**config.mk**
```make
export PLATFORM = sky130hd
export DESIGN_NAME = ubt_top
export DESIGN_NICKNAME = d
export VERILOG_FILES = /design/src/rtl/ubt_pkg.sv /design/src/rtl/ubt_sampler.sv /design/src/rtl/ubt_path.sv /design/src/rtl/ubt_top.sv
export SDC_FILE = /design/constraint.sdc
export NUM_CORES = 1
export LEC_CHECK = 0
export CORE_UTILIZATION = 60
export DETAILED_ROUTE_END_ITERATION = 7
export DONT_BUFFER_PORTS = 1
export GPL_ROUTABILITY_DRIVEN = 1
export GPL_TIMING_DRIVEN = 0
export PLACE_DENSITY = 0.87
export SLEW_MARGIN = 10
export SYNTH_ARGS = -nofsm -noshare
export SYNTH_HDL_FRONTEND = slang
export SYNTH_SLANG_ARGS = --single-unit
```
**constraint.sdc**
```tcl
create_clock -name clk -period 1.6 [get_ports clk]
set_clock_uncertainty 0.1 [all_clocks]
set_input_delay 0.32 -clock clk [delete_from_list [all_inputs] [get_ports clk]]
set_output_delay 0.32 -clock clk [all_outputs]
set_load 0.05 [all_outputs]
```
**src/rtl/ubt_pkg.sv**
```systemverilog
package ubt_pkg;
    typedef enum logic [2:0] {
        ST_PASS_LO,
        ST_PASS_HI,
        ST_KEEP_LO,
        ST_KEEP_HI,
        ST_LOAD
    } ubt_state_e;
endpackage

```
**src/rtl/ubt_sampler.sv**
```systemverilog
module ubt_sampler (
    input  logic clk,
    input  logic rst_n,
    input  logic d,
    output logic q
);
    always_ff @(posedge clk or negedge rst_n) begin
        if (!rst_n) q <= 1'b0;
        else        q <= d;
    end
endmodule

```
**src/rtl/ubt_path.sv**
```systemverilog
module ubt_path
    import ubt_pkg::*;
#(
    parameter int W             = 36,
    parameter bit OE_ACTIVE_LOW = 1'b0
) (
    input  logic         clk,
    input  logic         rst_n,
    input  logic [W-1:0] src,
    input  logic         pass,
    input  logic         strobe,
    input  logic         oe,
    output logic [W-1:0] dout,
    output logic         drive
);
    logic         smp;
    logic         was_hi;
    ubt_state_e   st_q, st_d;
    logic [W-1:0] held_q;

    ubt_sampler u_smp (
        .clk   (clk),
        .rst_n (rst_n),
        .d     (strobe),
        .q     (smp)
    );

    // level of the strobe one sample before the newest one
    always_comb begin
        unique case (st_q)
            ST_PASS_HI, ST_KEEP_HI:            was_hi = 1'b1;
            ST_PASS_LO, ST_KEEP_LO, ST_LOAD:   was_hi = 1'b0;
            default:                           was_hi = 1'b0;
        endcase
    end

    always_comb begin
        if (pass)
            st_d = smp ? ST_PASS_HI : ST_PASS_LO;
        else if (was_hi && !smp)
            st_d = ST_LOAD;
        else
            st_d = smp ? ST_KEEP_HI : ST_KEEP_LO;
    end

    always_ff @(posedge clk or negedge rst_n) begin
        if (!rst_n) st_q <= ST_KEEP_LO;
        else        st_q <= st_d;
    end

    always_ff @(posedge clk or negedge rst_n) begin
        if (!rst_n) begin
            held_q <= '0;
        end else begin
            unique case (st_d)
                ST_PASS_LO, ST_PASS_HI, ST_LOAD: held_q <= src;
                ST_KEEP_LO, ST_KEEP_HI:          held_q <= held_q;
                default:                         held_q <= held_q;
            endcase
        end
    end

    always_comb begin
        dout = pass ? src : held_q;
    end

    generate
        if (OE_ACTIVE_LOW) begin : g_oe_low
            assign drive = ~oe;
        end else begin : g_oe_high
            assign drive = oe;
        end
    endgenerate
endmodule

```
**src/rtl/ubt_top.sv**
```systemverilog
module ubt_top #(
    parameter int W = 36
) (
    input  logic         clk,
    input  logic         rst_n,
    input  logic [W-1:0] a_in,
    output logic [W-1:0] a_out,
    output logic         a_drive,
    input  logic [W-1:0] b_in,
    output logic [W-1:0] b_out,
    output logic         b_drive,
    input  logic         pass_ab,
    input  logic         strobe_ab,
    input  logic         drv_ab,
    input  logic         pass_ba,
    input  logic         strobe_ba,
    input  logic         drv_ba_n
);
    ubt_path #(.W(W), .OE_ACTIVE_LOW(1'b0)) u_ab (
        .clk    (clk),
        .rst_n  (rst_n),
        .src    (a_in),
        .pass   (pass_ab),
        .strobe (strobe_ab),
        .oe     (drv_ab),
        .dout   (b_out),
        .drive  (b_drive)
    );

    ubt_path #(.W(W), .OE_ACTIVE_LOW(1'b1)) u_ba (
        .clk    (clk),
        .rst_n  (rst_n),
        .src    (b_in),
        .pass   (pass_ba),
        .strobe (strobe_ba),
        .oe     (drv_ba_n),
        .dout   (a_out),
        .drive  (a_drive)
    );
endmodule

```
==> results.cfg <==
[floorplanning]
fp.coreArea_um2 = 7290
die_y_um = 89.3
die_x_um = 89.3
start_util_pct = 62.7
row_count = 31
io_pins = 154
die_area_um2 = 7970

[logic_synthesis]
syn_inst = 492
synth_seq_cells = 78
syn-cell-area_um2 = 4570
synth.avg_cell_area_um2 = 9.29
ys_types = 14
synth_nets = 572
synth-seq-area-share_pct = 42.7
ys_warn_count = 0

[finish]
num_antenna_cells = 0
fin_area_um2 = 5350
layout.cells.non_filler = 609
layout_common_cells = dfrtp_1 (78), nand2_1 (75), nand2b_1 (72), o211ai_1 (72), nand4bb_1 (65)
utilization_pct = 73.4
nets = 585
multi_input_area_um2 = 2760
areaGrowthSynthToFinish_pct = 17.1
fillers = 532
layout_commonest_cell = dfrtp_1
drive_gt1_share_pct = 22.4
layout.area.seq_um2 = 1950

[global_routing]
grt_overflow = 0
grt_max_degree = 79
grt_usage_pct = 29.0
grt_pass1_vias = 3782
antenna_found_initial = 0
grt_pass1_wl_um = 17600

[route]
vias_per_cell = 6.40
antenna_left = 0
totalWireLength_um = 11700
dr.pass1.iters = 4
vias = 3900
drcViolationCount = 0
wl_per_cell_um = 19.3
drt-initial-drc-count = 130

[sta]
fmax_ghz = 0.645
finalSetupViolCount = 0
rsz0062_at_grt = no
timing.hold.ws_ps = -444
worst_slack_ps = 50.3
fin_crit_ps = 1550
finalCritPeriodShare_pct = 96.9
finalSetupTns_ps = 0
worst_slew_pin_slew_ps = 490
worst_slew_margin_rel_pct = 67.3
hold_violations = 78
drv_slew = 0

[critical_path]
startpoint_type = input port
r2r-start = u_ab.st_q[2]$_DFF_PN0_
worst-setup-path-type = input port to output port
critical_path_buf_inv_count = 2
arrival_ps = 1130
reg2reg_setup_slack_ps = 90
r2r_cells = 5
required_ps = 1180
max_stage_delay_ps = 250
path_cells = buf_4, clkbuf_2, nand2b_1, nand2_2
crit_path_max_fanout = 10
cpLargestDelayFamily = simple AND/OR/NAND/NOR gates
cp-end-kind = output port
crit_slowest_cell = nand2_2
cp_num_cells = 4
r2r-end = u_ab.held_q[26]$_DFFE_PN0P_

[pwr]
p_sw_mw = 1.97
leakagePower_nw = 2.21
clockPowerShare_pct = 29.9
peakVddDrop_v = 0.000598
p_seq_share_pct = 40.9
p_total_mw = 5.47
netSwitchingFraction_pct = 36.1
combPwrFrac_pct = 29.2
powerDensity_nw_per_um2 = 1020
power.internal_mw = 3.49

[clock_tree]
post_cts_buffers = 0
cts_root_buffer = clkbuf_8
tritoncts = done
clk_latency_ps = 350
cts.path.max_buffers = 2
htreeDepth = 3
hold_buffers = 2
cts_sinks = 78
cts_buffers = 9
cts.clk_slew.worst_paths_ps = 80

[outcome]
violations = hold timing
status = finished with violations

[min_path]
hp-class = input port to asynchronous set/reset pin

[placement]
portBuffers = 0
dp_slack_ps = -224
dp.cells = 591
place_congestion = 0.780
place_area_um2 = 4840
hpwl_um = 7890

[flow_run]
maxCapViolations = 0
Yosys cell counts (all sizes together):
cell type | n | share of area [%]
nor3b | 2 | 0.55
nand2 | 144 | 12
clkbuf | 29 | 2.4
o211ai | 72 | 12
nand2b | 72 | 9.9
buf | 20 | 2.7
or4bb | 7 | 1.7
dfrtp | 78 | 43
inv | 1 | 0.082
nor2b | 2 | 0.27
nand4bb | 65 | 16
worst max path at each step:
stage | to | slack, ps | start
3_3_place_gp | a_out[1] | -170 | pass_ba
3_5_place_dp | a_out[27] | -220 | pass_ba
2_1_floorplan | a_out[0] | 60 | pass_ba
4_1_cts | b_out[26] | 6 | pass_ab
6_report | a_out[27] | 50 | pass_ba
5_1_grt | a_out[27] | 5 | pass_ba
cells by family (layout without fill, tap and decap cells):
| family | after synthesis | after routing | share of synthesized area (%) |
|---|---|---|---|
| AND/OR/NAND/NOR | 292 | 292 | 40.2 |
| AO/OA/AOI/OAI | 72 | 72 | 11.8 |
| buffers and inverters | 50 | 68 | 5.23 |
| flip-flops | 78 | 78 | 42.7 |
cell type report:
type	instances	share of cell area, %
clock buffers	12	2.71
inverters	1	0.0701
multi-input cells	364	51.6
well taps	99	2.31
plain buffers	49	5.14
flip-flops and latches	78	36.5
repair buffers	2	0.374
clock inverters	4	1.31
routing by layer:
layer	part of all wire [%]	global-route usage [%]	wire, um	up-vias
met2	49	49.4	5770	178
met5	0	0	0	-
met3	8.9	10.2	1040	28
met1	39	33.4	4620	1912
li1	-	-	-	1782
met4	2.5	11.4	290	0
power groups by stage:
stage          logic [mW]  clock network [mW]  registers, mW
2_1_floorplan        1.31                   0           2.25
3_3_place_gp         1.43                   0           2.27
3_5_place_dp         1.46                   0           2.28
4_1_cts              1.57                1.65           2.24
5_1_grt              1.68                1.72           2.26
6_report             1.59                1.63           2.24
state kept, by name, summed over array words and instances (netlist names):
register and count:
u_ba.st_q 2, u_ab.u_smp.q 1, u_ab.held_q 36, u_ba.u_smp.q 1, u_ab.st_q 2, u_ba.held_q 36
what timing repair did:
action,4_1_cts,5_1_grt
setup endpoints to repair,67,32
endpoints found under the hold margin,80,78
gates resized for setup,58,16
pin swaps,1,2
Power figures use the tool's default switching activity.
